File: src/rtl/sled_pkg.sv
package sled_pkg;

   typedef enum logic [2:0] {
      PH_IDLE = 3'd0,
      PH_LEAD = 3'd1,
      PH_MARK = 3'd2,
      PH_BITS = 3'd3,
      PH_TAIL = 3'd4
   } sled_phase_e;

   function automatic int unsigned max3(input int unsigned a, input int unsigned b,
                                        input int unsigned c);
      int unsigned m;
      m = (a > b) ? a : b;
      return (m > c) ? m : c;
   endfunction

endpackage

File: src/rtl/sled_halfclk.sv
module sled_halfclk #(
   parameter int unsigned HALF_CYC = 5000
) (
   input  logic clk,
   input  logic rst_n,
   input  logic run,
   output logic sclk_level,
   output logic slot_end
);
   localparam int unsigned CW = $clog2(HALF_CYC + 1);
   localparam logic [CW-1:0] LAST = CW'(HALF_CYC - 1);

   logic [CW-1:0] cnt_q;
   logic          low_q;
   logic          half_end;

   assign half_end   = run && (cnt_q == LAST);
   assign slot_end   = half_end && low_q;
   assign sclk_level = run && !low_q;

   always_ff @(posedge clk or negedge rst_n) begin
      if (!rst_n) begin
         cnt_q <= '0;
         low_q <= 1'b0;
      end else if (!run) begin
         cnt_q <= '0;
         low_q <= 1'b0;
      end else if (half_end) begin
         cnt_q <= '0;
         low_q <= ~low_q;
      end else begin
         cnt_q <= cnt_q + 1'b1;
      end
   end
endmodule

File: src/rtl/sled_seq.sv
module sled_seq
   import sled_pkg::*;
#(
   parameter int unsigned PRE_CLKS  = 2,
   parameter int unsigned NBITS     = 12,
   parameter int unsigned POST_CLKS = 2
) (
   input  logic        clk,
   input  logic        rst_n,
   input  logic        start,
   input  logic        slot_end,
   output sled_phase_e phase,
   output logic        accept,
   output logic        take_bit,
   output logic        finish,
   output logic        done
);
   localparam int unsigned MAXC  = max3(PRE_CLKS, NBITS, POST_CLKS);
   localparam int unsigned CW    = $clog2(MAXC + 1);
   localparam logic [CW-1:0] PRE_LAST  = CW'((PRE_CLKS  > 0) ? PRE_CLKS  - 1 : 0);
   localparam logic [CW-1:0] BIT_LAST  = CW'(NBITS - 1);
   localparam logic [CW-1:0] POST_LAST = CW'((POST_CLKS > 0) ? POST_CLKS - 1 : 0);

   sled_phase_e   ph_q, ph_d;
   logic [CW-1:0] cnt_q, cnt_d;
   logic          done_q;
   sled_phase_e   first_ph;
   sled_phase_e   after_bits;

   generate
      if (PRE_CLKS > 0) begin : g_lead
         assign first_ph = PH_LEAD;
      end else begin : g_nolead
         assign first_ph = PH_MARK;
      end
      if (POST_CLKS > 0) begin : g_tail
         assign after_bits = PH_TAIL;
      end else begin : g_notail
         assign after_bits = PH_IDLE;
      end
   endgenerate

   assign accept = (ph_q == PH_IDLE) && start;

   always_comb begin
      ph_d     = ph_q;
      cnt_d    = cnt_q;
      take_bit = 1'b0;
      finish   = 1'b0;
      if (accept) begin
         ph_d  = first_ph;
         cnt_d = '0;
      end else if (slot_end) begin
         unique case (ph_q)
            PH_LEAD: begin
               if (cnt_q == PRE_LAST) begin
                  ph_d  = PH_MARK;
                  cnt_d = '0;
               end else begin
                  cnt_d = cnt_q + 1'b1;
               end
            end
            PH_MARK: begin
               ph_d     = PH_BITS;
               cnt_d    = '0;
               take_bit = 1'b1;
            end
            PH_BITS: begin
               if (cnt_q == BIT_LAST) begin
                  ph_d   = after_bits;
                  cnt_d  = '0;
                  finish = (after_bits == PH_IDLE);
               end else begin
                  cnt_d    = cnt_q + 1'b1;
                  take_bit = 1'b1;
               end
            end
            PH_TAIL: begin
               if (cnt_q == POST_LAST) begin
                  ph_d   = PH_IDLE;
                  cnt_d  = '0;
                  finish = 1'b1;
               end else begin
                  cnt_d = cnt_q + 1'b1;
               end
            end
            default: begin
               ph_d  = PH_IDLE;
               cnt_d = '0;
            end
         endcase
      end
   end

   always_ff @(posedge clk or negedge rst_n) begin
      if (!rst_n) begin
         ph_q   <= PH_IDLE;
         cnt_q  <= '0;
         done_q <= 1'b0;
      end else begin
         ph_q   <= ph_d;
         cnt_q  <= cnt_d;
         done_q <= finish;
      end
   end

   assign phase = ph_q;
   assign done  = done_q;
endmodule

File: src/rtl/sled_shift.sv
module sled_shift #(
   parameter int unsigned NBITS = 12
) (
   input  logic             clk,
   input  logic             rst_n,
   input  logic             load,
   input  logic [NBITS-1:0] pattern,
   input  logic             take_bit,
   input  logic             clear,
   output logic             sdata
);
   logic [NBITS-1:0] sh_q;
   logic             d_q;

   always_ff @(posedge clk or negedge rst_n) begin
      if (!rst_n) begin
         sh_q <= '0;
         d_q  <= 1'b0;
      end else begin
         if (load) begin
            sh_q <= pattern;
         end else if (take_bit) begin
            sh_q <= sh_q >> 1;
         end
         if (clear) begin
            d_q <= 1'b0;
         end else if (take_bit) begin
            d_q <= sh_q[0];
         end
      end
   end

   assign sdata = d_q;
endmodule

File: src/rtl/sgpio_led_shifter.sv
module sgpio_led_shifter
   import sled_pkg::*;
#(
   parameter int unsigned HALF_CYC     = 5000,
   parameter int unsigned SIG_PER_PORT = 3,
   parameter int unsigned N_PORTS      = 4,
   parameter int unsigned PRE_CLKS     = 2,
   parameter int unsigned POST_CLKS    = 2,
   localparam int unsigned NBITS       = SIG_PER_PORT * N_PORTS
) (
   input  logic             clk,
   input  logic             rst_n,
   input  logic             start,
   input  logic [NBITS-1:0] pattern,
   output logic             busy,
   output logic             done,
   output logic             ser_clk,
   output logic             ser_load,
   output logic             ser_data
);
   generate
      if (HALF_CYC < 1) begin : g_bad_half
         $error("HALF_CYC must be at least 1");
      end
      if (SIG_PER_PORT < 1) begin : g_bad_sig
         $error("SIG_PER_PORT must be at least 1");
      end
      if (N_PORTS < 1 || N_PORTS > 8) begin : g_bad_ports
         $error("N_PORTS must be in 1..8");
      end
   endgenerate

   sled_phase_e phase;
   logic        run;
   logic        slot_end;
   logic        accept;
   logic        take_bit;
   logic        finish;

   assign run = (phase != PH_IDLE);

   sled_halfclk #(.HALF_CYC(HALF_CYC)) u_halfclk (
      .clk        (clk),
      .rst_n      (rst_n),
      .run        (run),
      .sclk_level (ser_clk),
      .slot_end   (slot_end)
   );

   sled_seq #(.PRE_CLKS(PRE_CLKS), .NBITS(NBITS), .POST_CLKS(POST_CLKS)) u_seq (
      .clk      (clk),
      .rst_n    (rst_n),
      .start    (start),
      .slot_end (slot_end),
      .phase    (phase),
      .accept   (accept),
      .take_bit (take_bit),
      .finish   (finish),
      .done     (done)
   );

   sled_shift #(.NBITS(NBITS)) u_shift (
      .clk      (clk),
      .rst_n    (rst_n),
      .load     (accept),
      .pattern  (pattern),
      .take_bit (take_bit),
      .clear    (finish),
      .sdata    (ser_data)
   );

   assign busy     = run;
   assign ser_load = (phase == PH_MARK);
endmodule

File: config.mk
export PLATFORM = sky130hd
export DESIGN_NAME = sgpio_led_shifter
export DESIGN_NICKNAME = d
export VERILOG_FILES = /design/src/rtl/sled_pkg.sv /design/src/rtl/sled_halfclk.sv /design/src/rtl/sled_seq.sv /design/src/rtl/sled_shift.sv /design/src/rtl/sgpio_led_shifter.sv
export SDC_FILE = /design/constraint.sdc
export NUM_CORES = 1
export LEC_CHECK = 0
export BUFFER_PORTS_ARGS = -buffer_cell sky130_fd_sc_hd__buf_2
export CORE_MARGIN = 2
export CORE_UTILIZATION = 50
export CTS_CLUSTER_DIAMETER = 200
export DETAILED_ROUTE_END_ITERATION = 12
export PLACE_DENSITY = 0.79
export SLEW_MARGIN = 20
export SYNTH_ARGS = -nofsm -noshare
export SYNTH_HDL_FRONTEND = slang
export SYNTH_HIERARCHICAL = 1
export SYNTH_SLANG_ARGS = --single-unit
export TNS_END_PERCENT = 50
File: constraint.sdc
create_clock -name clk -period 3.5 [get_ports clk]
set_clock_uncertainty 0.05 [all_clocks]
set_input_delay 0.7 -clock clk [delete_from_list [all_inputs] [get_ports clk]]
set_output_delay 0.7 -clock clk [all_outputs]
set_load 0.05 [all_outputs]
==> results of run 1 <==
cell type report:
class | count | area (µm²) | share of cell area [%]
sequential | 35 | 876 | 44.4
inverter | 3 | 11.3 | 0.570
clock buffer | 8 | 68.8 | 3.49
tap | 46 | 57.6 | 2.92
timing repair buffer | 20 | 103 | 5.20
multi-input combinational | 128 | 858 | 43.5
critical path, cell delays in order, from the launching register on:
cell and delay, ns:
dfrtp_1 0.42, or4b_1 0.54, or4_4 0.56, nor2_1 0.38, nor2b_1 0.27, and3_2 0.45, mux2i_1 0.24, o21ai_0 0.11
logic make-up after synthesis:
group           Yosys count  share of synthesized area, %
simple gates             77                          23.9
fa+ha+maj                 3                          2.08
compound gates           22                          7.55
flops                    35                          48.5
buf+inv                  10                          4.43
xor+xnor                 13                          6.31
mux                      13                          7.21
metal layers:
layer  part of all wire [%]  up-vias  global-route usage [%]  wire, µm
met4                    2.2        0                    7.98        73
li1                       -      640                       -         -
met3                    3.4        9                    5.99       110
met2                     51       18                    28.0      1680
met5                      0        -                       0         0
met1                     43      654                    19.3      1410
power by group:
group | total (mW) | switching [mW] | internal [mW]
clock network | 0.250 | 0.132 | 0.118
registers | 0.576 | 0.0825 | 0.493
logic | 0.206 | 0.104 | 0.102
worst min-delay path by stage:
stage | cells after the start | start | end
after floorplan | 0 | rst_n | u_halfclk/cnt_q[0]
after global placement | 1 | u_halfclk/cnt_q[0] | u_halfclk/cnt_q[0]
after detailed placement | 1 | u_halfclk/cnt_q[0] | u_halfclk/cnt_q[0]
after CTS | 1 | rst_n | u_halfclk/low_q
after global routing | 1 | rst_n | u_halfclk/low_q
final | 1 | rst_n | u_halfclk/low_q
registers in the layout, summed over array words and instances (netlist names):
register	cells
u_shift/sh_q	12
u_seq/done	1
u_halfclk/cnt_q	13
u_halfclk/low_q	1
u_shift/sdata	1
u_seq/cnt_q	4
u_seq/phase	3
stage by stage:
step	cells	setup slack, ns	hold slack, ns	power [mW]	utilization [%]
4_1_cts	240	0.332	0.381	1.04	58.3
3_5_place_dp	232	0.356	0.406	0.788	56.2
6_report	240	0.353	0.368	1.03	58.3
3_3_place_gp	232	0.535	0.399	0.769	56.2
2_1_floorplan	173	0.710	0.354	0.720	-
5_1_grt	240	0.168	0.414	1.10	58.3
cells in the final DEF, fill, tap and decap left out, drive strengths merged, types with 2 or more instances in the layout:
master	instances
nor4b	2
nor3	4
mux2i	13
xor2	5
nor2b	2
o31ai	2
inv	3
o22ai	2
dfrtp	35
nor3b	2
ha	3
or4b	2
clkbuf	8
nor2	19
xnor2	8
nand2	23
or3	2
o21ai	12
buf	20
and3	3
nand3	5
and2	2
a21o	3
nor4	3
nand4b	2
==> reports/qor.csv, run 1 <==
metric,value,unit
worst-slew-pin-transition,0.757,ns
globalRouteTotalUtil,16.8,%
r2r_cells,7,
place_congestion,0.803,
overflow,0,
drv_slew,0,
ys_ff_latch,35,
placed_cell_area,1910,µm²
crit_type,reg2reg,
cts_setup_buffers,0,
fmax,318,MHz
wl,3270,µm
cts_tree,yes,
cts_buffer_depth,2,
clock-sinks,35,
relSlewSlack,49.5,%
die_y,64.1,µm
arrival,3.31,ns
p_leak,0.838,nW
dr.pass1.iters,4,
synth_nets,191,
setup_viol_count_final,0,
rows,21,
hold_path_class,in2async,
yosys.area.top_type,dfrtp_1,
vdd_ir_drop_max,0.247,mV
ys_warn_count,6,
layout-drive-gt1-share,18.6,%
max-cap-violations,0,
io_buffers,19,
cp_max_fo,13,
nets,211,
ant_nets,0,
cts-root-buf,clkbuf_4,
diodes,0,
numCtsBuffers,5,
hpwl,2290,µm
antenna_found_initial,0,
synth_most_common_cell,dfrtp_1,
cts_hold_buf,0,
final.setup.tns,0,ns
r2r-end,u_shift/sh_q[8],
clk_latency,0.34,ns
fillers,300,
status,"complete, no violations",
critPathCaptureType,flip-flop,
vias,1321,
fin_crit_sh,89.9,%
final_area,1970,µm²
rrSetupSlack,0.35,ns
h-tree-depth,2,
synth-async-reset-ratio,100,%
placeableCoreArea,3390,µm²
grt_pass1_vias,1203,
route.detailed.drc,0,
synth_area,1810,µm²
die_w,64.1,µm
postSynthCellCount,173,
power_density,523,nW/µm²
start_kind,flip-flop,
grt_pass1_wl,5290,µm
die-area,4110,µm²
drt_iter0_drc,92,
wl_per_cell,13.6,µm
vias_per_cell,5.50,
synthToLayoutAreaGrowth,9.36,%
synth_edf_count,0,
initial_core_util,53.3,%
synth_top_area_share,48.5,%
hold_violations,0,
cts.reportedPaths.clkPinSlew,0.11,ns
synth.area.top_cells,"dfrtp_1 (49%), mux2i_1 (7.2%), nand2_1 (4.6%)",
ys_seq_area_share,48.5,%
crit_end,u_shift/sh_q[8],
syn_area_per_cell,10.4,µm²
startpoint,u_halfclk/cnt_q[5],
period_needed,3.15,ns
rsz0062_at_grt,no,
ys_top_cells_by_count,"dfrtp_1 (35), nand2_1 (22), nor2_1 (18), mux2i_1 (13)",
cts_resized,0,
r2r_start,u_halfclk/cnt_q[5],
synthFlopType,dfrtp_1,
required,3.67,ns
io_pins,20,
grt_max_degree,36,
ys_types,41,
Note: power is estimated with default switching activity, not from simulation.
==> run 2: changes to the inputs <==
- HOLD_SLACK_MARGIN: not set -> 0.05
- SYNTH_HIERARCHICAL: 1 -> not set
==> run 2 against run 1 <==
Hold slack better by 0.062 ns; clock-buffer cell count down 3; critical path depth down 4; die area up 2.0%; register-to-register slack better by 0.77 ns; power down 25%; combinational power down 92%; maximum frequency up 12%; cell count up 0.83%; critical endpoint is now busy.
==> reports/qor.csv, run 2 <==
metric,value,unit,change
hpwl,2370,µm,was 2290 µm
power_density,382,nW/µm²,was 523 nW/µm²
final.setup.tns,0,ns,unchanged
drv_slew,0,,unchanged
route.detailed.drc,0,,unchanged
cts-root-buf,clkbuf_8,,was clkbuf_4
layout.cells.non_filler,242,,was 240
grt_pass1_wl,6030,µm,was 5290 µm
cts_setup_buffers,0,,unchanged
critPathCaptureType,output pin,,was flip-flop
largest_register,u_halfclk.cnt_q,,was u_halfclk/cnt_q
io_pins,20,,unchanged
place_congestion,0.818,,was 0.803
drt_iter0_drc,128,,was 92
initial_core_util,51.1,%,was 53.3%
final_common_cell,dfrtp_1,,unchanged
cts_resized,0,,unchanged
ys_top_cells_by_count,"dfrtp_1 (35), nor2_1 (21), and3_1 (13)",,"was dfrtp_1 (35), nand2_1 (22), nor2_1 (18), mux2i_1 (13)"
synthToLayoutAreaGrowth,10.4,%,was 9.36%
synthFlopType,dfrtp_1,,unchanged
nets,211,,unchanged
placeableCoreArea,3610,µm²,was 3390 µm²
die_y,64.7,µm,was 64.1 µm
crit_type,reg2out,,was reg2reg
fmax,355,MHz,was 318 MHz
arrival,2.07,ns,was 3.31 ns
numCtsBuffers,5,,unchanged
largest_register_ffs,13,,unchanged
synth.area.top_cells,"dfrtp_1 (47%), a221o_1 (5.4%), xnor2_1 (4.7%)",,"was dfrtp_1 (49%), mux2i_1 (7.2%), nand2_1 (4.6%)"
yosys.area.top_type,dfrtp_1,,unchanged
antenna_found_initial,0,,unchanged
die-area,4190,µm²,was 4110 µm²
cts.reportedPaths.clkPinSlew,0.07,ns,was 0.11 ns
startpoint,u_seq.phase[0],,was u_halfclk/cnt_q[5]
synth_top_family_by_area,simple AND/OR/NAND/NOR gates,,unchanged
overflow,0,,unchanged
worst-slew-pin-transition,0.892,ns,was 0.757 ns
r2r_start,u_seq.phase[0],,was u_halfclk/cnt_q[5]
syn_area_per_cell,10.4,µm²,about the same
diodes,0,,unchanged
wl_per_cell,14.1,µm,was 13.6 µm
reg_top3,"u_halfclk.cnt_q (13), u_shift.sh_q (12), u_seq.cnt_q (4)",,"was u_halfclk/cnt_q (13), u_shift/sh_q (12), u_seq/cnt_q (4)"
ys_ff_latch,35,,unchanged
clk_latency,0.29,ns,was 0.34 ns
synth_area,1840,µm²,was 1810 µm²
h-tree-depth,2,,unchanged
ys_warn_count,0,,was 6
hold_violations,0,,unchanged
ys_types,44,,was 41
synth_nets,195,,was 191
vias_per_cell,5.89,,was 5.50
postSynthCellCount,177,,was 173
synth_top_area_share,47.5,%,was 48.5%
cp_max_fo,18,,was 13
grt_max_degree,36,,unchanged
hold_path_class,in2async,,unchanged
rsz0062_at_grt,no,,unchanged
vdd_ir_drop_max,0.228,mV,was 0.247 mV
clock-sinks,35,,unchanged
status,"complete, no violations",,unchanged
synth-simple-area-share,25.0,%,was 23.9%
synth_edf_count,0,,unchanged
vias,1426,,was 1321
final_cell_mix,"dfrtp_1 (35), nor2_1 (21), buf_2 (19), and3_1 (13)",,"was dfrtp_1 (35), nand2_1 (22), buf_2 (19), nor2_1 (18), mux2i_1 (13)"
wl,3420,µm,was 3270 µm
fillers,317,,was 300
required,2.75,ns,was 3.67 ns
relSlewSlack,40.2,%,was 49.5%
cts_buffer_depth,2,,unchanged
grt_pass1_vias,1321,,was 1203
ant_nets,0,,unchanged
start_kind,flip-flop,,unchanged
die_w,64.7,µm,was 64.1 µm
synth_compound_gate_area_share,14.7,%,was 7.55%
max-cap-violations,0,,unchanged
layout-drive-gt1-share,19.1,%,was 18.6%
crit_family,simple AND/OR/NAND/NOR gates,,unchanged
dp.cells,234,,was 232
ys_seq_area_share,47.5,%,was 48.5%
io_buffers,19,,unchanged
cts_hold_buf,0,,unchanged
fin_crit_sh,80.5,%,was 89.9%
crit_path_max_incr_delay,0.78,ns,was 0.56 ns
critPathBufInv,2,,was 0
synth-async-reset-ratio,100,%,unchanged
setup_viol_count_final,0,,unchanged
yosys.area_share.xor_xnor,5.70,%,was 6.31%
p_leak,0.901,nW,was 0.838 nW
slowest_stage,nor3_2,,was or4_4
synth_most_common_cell,dfrtp_1,,unchanged
period_needed,2.82,ns,was 3.15 ns
rows,22,,was 21
dr.pass1.iters,4,,unchanged
synthMuxAreaShare,0,%,was 7.21%
worstPathCellList,nor3_2 -> inv_1 -> buf_2,,was or4b_1 -> or4_4 -> nor2_1 -> nor2b_1 -> and3_2 -> mux2i_1 -> o21ai_0
globalRouteTotalUtil,18.7,%,was 16.8%
cts_tree,yes,,unchanged
synthAdderAreaFrac,2.04,%,was 2.08%
## run 2: changes by cell type in the layout (fill, tap and decap cells not counted), sizes merged, moves of 3 or more
cell and change:
o21ai -7, xor2 -3, nand2 -13, a221o +11
and3 +11, mux2i -13, nand4 +4, nand3 +4
clkbuf -3, a21oi +4, a21o -3
## run 2: layout make-up
class,instances,area [µm²],share of cell area [%]
well taps,48,60.1,2.95
clock inverters,3,43.8,2.15
flip-flops and latches,35,876,43.0
repair buffers,19,95.1,4.67
inverters,5,18.8,0.922
multi-input cells,127,873,42.9
clock buffers,5,68.8,3.38
## run 2: path summary, 6_finish.rpt
path                                       to  slack (ns)  depth (start not counted)
setup reg to reg              u_shift.sh_q[1]        1.12                          4
max in group asynchronous  u_halfclk.cnt_q[7]        2.47                          1
hold reg to reg               u_shift.sh_q[7]        0.46                          1
hold / removal                  u_shift.sdata        0.43                          1
min in group clk              u_shift.sh_q[7]        0.46                          1
setup / recovery                         busy        0.68                          3
## run 2: worst reg2reg max path: cells and delay by family (launching register included)
| family | cells | cell delay [ns] |
|---|---|---|
| simple gates | 2 | 1.13 |
| compound gates | 2 | 0.55 |
| flops | 1 | 0.53 |
## run 2: where the power goes
part	internal (mW)	total [mW]	switching (mW)
registers	0.404	0.404	0
clock network	0.212	0.357	0.145
logic	0.00555	0.0165	0.0109
## run 2: cells by family (layout without fill, tap and decap cells)
family / count (synthesis) / after routing
adder cells (fa/ha/maj): 3 / 3
buffers and inverters: 15 / 32
XOR/XNOR: 12 / 12
AO/OA/AOI/OAI: 32 / 32
AND/OR/NAND/NOR: 80 / 80
flip-flops: 35 / 35
## run 2: stage by stage
| stage | hold WS, ns | area (µm²) | utilization (%) | setup WS [ns] | power [mW] |
|---|---|---|---|---|---|
| floorplan | 0.354 | 1840 | - | 1.28 | 0.413 |
| global placement | 0.439 | 1920 | 53.3 | 1.05 | 0.429 |
| detailed placement | 0.451 | 1920 | 53.3 | 1.02 | 0.429 |
| CTS | 0.462 | 2040 | 56.5 | 0.688 | 0.794 |
| global route | 0.485 | 2040 | 56.5 | 0.483 | 0.813 |
| finish | 0.430 | 2040 | 56.5 | 0.684 | 0.778 |
## run 2: per-layer routing
metal  track usage (%)  share of wire [%]
met5                 0                  0
met2              28.2                 45
met1              26.0                 49
met3              4.69                4.8
met4              6.65                1.6
==> run 3: changes to the inputs <==
- clock period: 3.5 -> 2.95 ns (I/O delays scaled with it)
==> run 3 against run 2 <==
Global-route usage is 0.74 points higher; utilization shrank 0.14 points; power is 13% higher; clock-buffer cell count is 3 higher; setup slack lost 0.070 ns; via count down 2.1%.
==> reports/qor.csv, run 3 (synthesis results as in run 2) <==
metric,value,unit,change
status,"complete, no violations",,unchanged
wl_per_cell,14.6,µm,was 14.1 µm
grt_pass1_wl,6220,µm,was 6030 µm
final.setup.tns,0,ns,unchanged
cts_hold_buf,0,,unchanged
grt_max_degree,36,,unchanged
placeableCoreArea,3610,µm²,unchanged
clock-sinks,35,,unchanged
nets,212,,was 211
diodes,0,,unchanged
io_pins,20,,unchanged
hold_path_class,in2async,,unchanged
drt_iter0_drc,81,,was 128
dr.pass1.iters,4,,unchanged
die-area,4190,µm²,unchanged
h-tree-depth,2,,unchanged
place_congestion,0.854,,was 0.818
grt_pass1_vias,1359,,was 1321
cts_buffer_depth,2,,unchanged
cts_setup_buffers,0,,unchanged
vias,1396,,was 1426
overflow,0,,unchanged
clk_latency,0.29,ns,about the same
relSlewSlack,49.4,%,was 40.2%
reg_top3,"u_halfclk.cnt_q (13), u_shift.sh_q (12), u_seq.cnt_q (4)",,unchanged
fin_crit_sh,79.2,%,
critPathCaptureType,output pin,,unchanged
vdd_ir_drop_max,0.282,mV,was 0.228 mV
pre_cts_ws,0.950,ns,was 1.02 ns
setup_viol_count_final,0,,unchanged
die_w,64.7,µm,unchanged
final_common_cell,dfrtp_1,,unchanged
wl,3540,µm,was 3420 µm
io_buffers,19,,unchanged
cts-root-buf,clkbuf_8,,unchanged
die_y,64.7,µm,unchanged
hpwl,2520,µm,was 2370 µm
fmax,428,MHz,
arrival,1.70,ns,was 2.07 ns
rsz0062_at_grt,no,,unchanged
setup_slack,0.613,ns,was 0.684 ns
required,2.31,ns,was 2.75 ns
final_cell_mix,"dfrtp_1 (35), nor2_1 (21), buf_2 (19), and3_1 (13)",,unchanged
numCtsBuffers,5,,unchanged
power,0.881,mW,was 0.778 mW
rrSetupSlack,0.90,ns,was 1.12 ns
cts_tree,yes,,unchanged
p_leak,0.899,nW,was 0.901 nW
worst-slew-pin-transition,0.760,ns,was 0.892 ns
layout-drive-gt1-share,19.0,%,was 19.1%
cts.reportedPaths.clkPinSlew,0.07,ns,about the same
initial_core_util,51.1,%,unchanged
period_needed,2.34,ns,
drv_slew,0,,unchanged
power_density,434,nW/µm²,was 382 nW/µm²
cp_max_fo,12,,was 18
max-cap-violations,0,,unchanged
start_kind,flip-flop,,unchanged
largest_register,u_halfclk.cnt_q,,unchanged
crit_type,reg2out,,unchanged
cts_resized,0,,unchanged
hold_violations,0,,unchanged
globalRouteTotalUtil,19.4,%,was 18.7%
route.detailed.drc,0,,unchanged
antenna_found_initial,0,,unchanged
rows,22,,unchanged
synthToLayoutAreaGrowth,10.1,%,was 10.4%
vias_per_cell,5.74,,was 5.89
ant_nets,0,,unchanged
largest_register_ffs,13,,unchanged
==> run 3: cell count changes in the layout (fill, tap and decap cells not counted), sizes merged <==
cell / previous run / this run
bufinv: 1 / 0
clkbuf: 5 / 8
buf: 19 / 20
clkinv: 2 / 0
==> run 3: area by class of cell <==
| cell class | instances | area [µm²] |
|---|---|---|
| fillers | 319 | 1580 |
| multi-input cells | 127 | 873 |
| clock buffers | 8 | 100 |
| repair buffers | 20 | 103 |
| inverters | 5 | 18.8 |
| flip-flops and latches | 35 | 876 |
| well taps | 48 | 60.1 |
==> run 3: stage by stage <==
| stage | hold slack [ns] | cell area (µm²) | instances | utilization, % |
|---|---|---|---|---|
| floorplan | 0.244 | 1840 | 177 | - |
| global placement | 0.440 | 1930 | 235 | 53.5 |
| detailed placement | 0.444 | 1930 | 235 | 53.5 |
| CTS | 0.347 | 2030 | 243 | 56.3 |
| global route | 0.386 | 2030 | 243 | 56.3 |
| finish | 0.315 | 2030 | 243 | 56.3 |
==> run 3: per-layer routing <==
layer | wire length, µm | GRT usage [%] | up-vias | share of wire [%]
li1 | - | - | 686 | -
met1 | 1720 | 25.3 | 669 | 48
met2 | 1630 | 30.5 | 31 | 46
met3 | 129 | 5.03 | 10 | 3.6
met4 | 60 | 8.24 | 0 | 1.7
met5 | 0 | 0 | - | 0
==> run 3: report_power, final <==
group	switching, mW	leakage, nW	internal [mW]
Sequential	0	0.459	0.480
Clock	0.169	0.0515	0.213
Combinational	0.0131	0.389	0.00661
==> run 3: worst paths after layout <==
check	from	endpoint	depth (start not counted)
min in group clk	u_shift.sh_q[8]	u_shift.sh_q[7]	1
max in group asynchronous	rst_n	u_halfclk.cnt_q[11]	1
hold / removal	rst_n	u_seq.phase[2]	1
setup reg to reg	u_seq.phase[0]	u_shift.sh_q[1]	4
hold reg to reg	u_shift.sh_q[8]	u_shift.sh_q[7]	1
setup / recovery	u_seq.phase[0]	busy	3
==> run 3: worst max-delay path: stages, from the launching register on <==
cell,delay (ns)
dfrtp_1,0.54
nor3_2,0.47
inv_1,0.15
buf_2,0.24
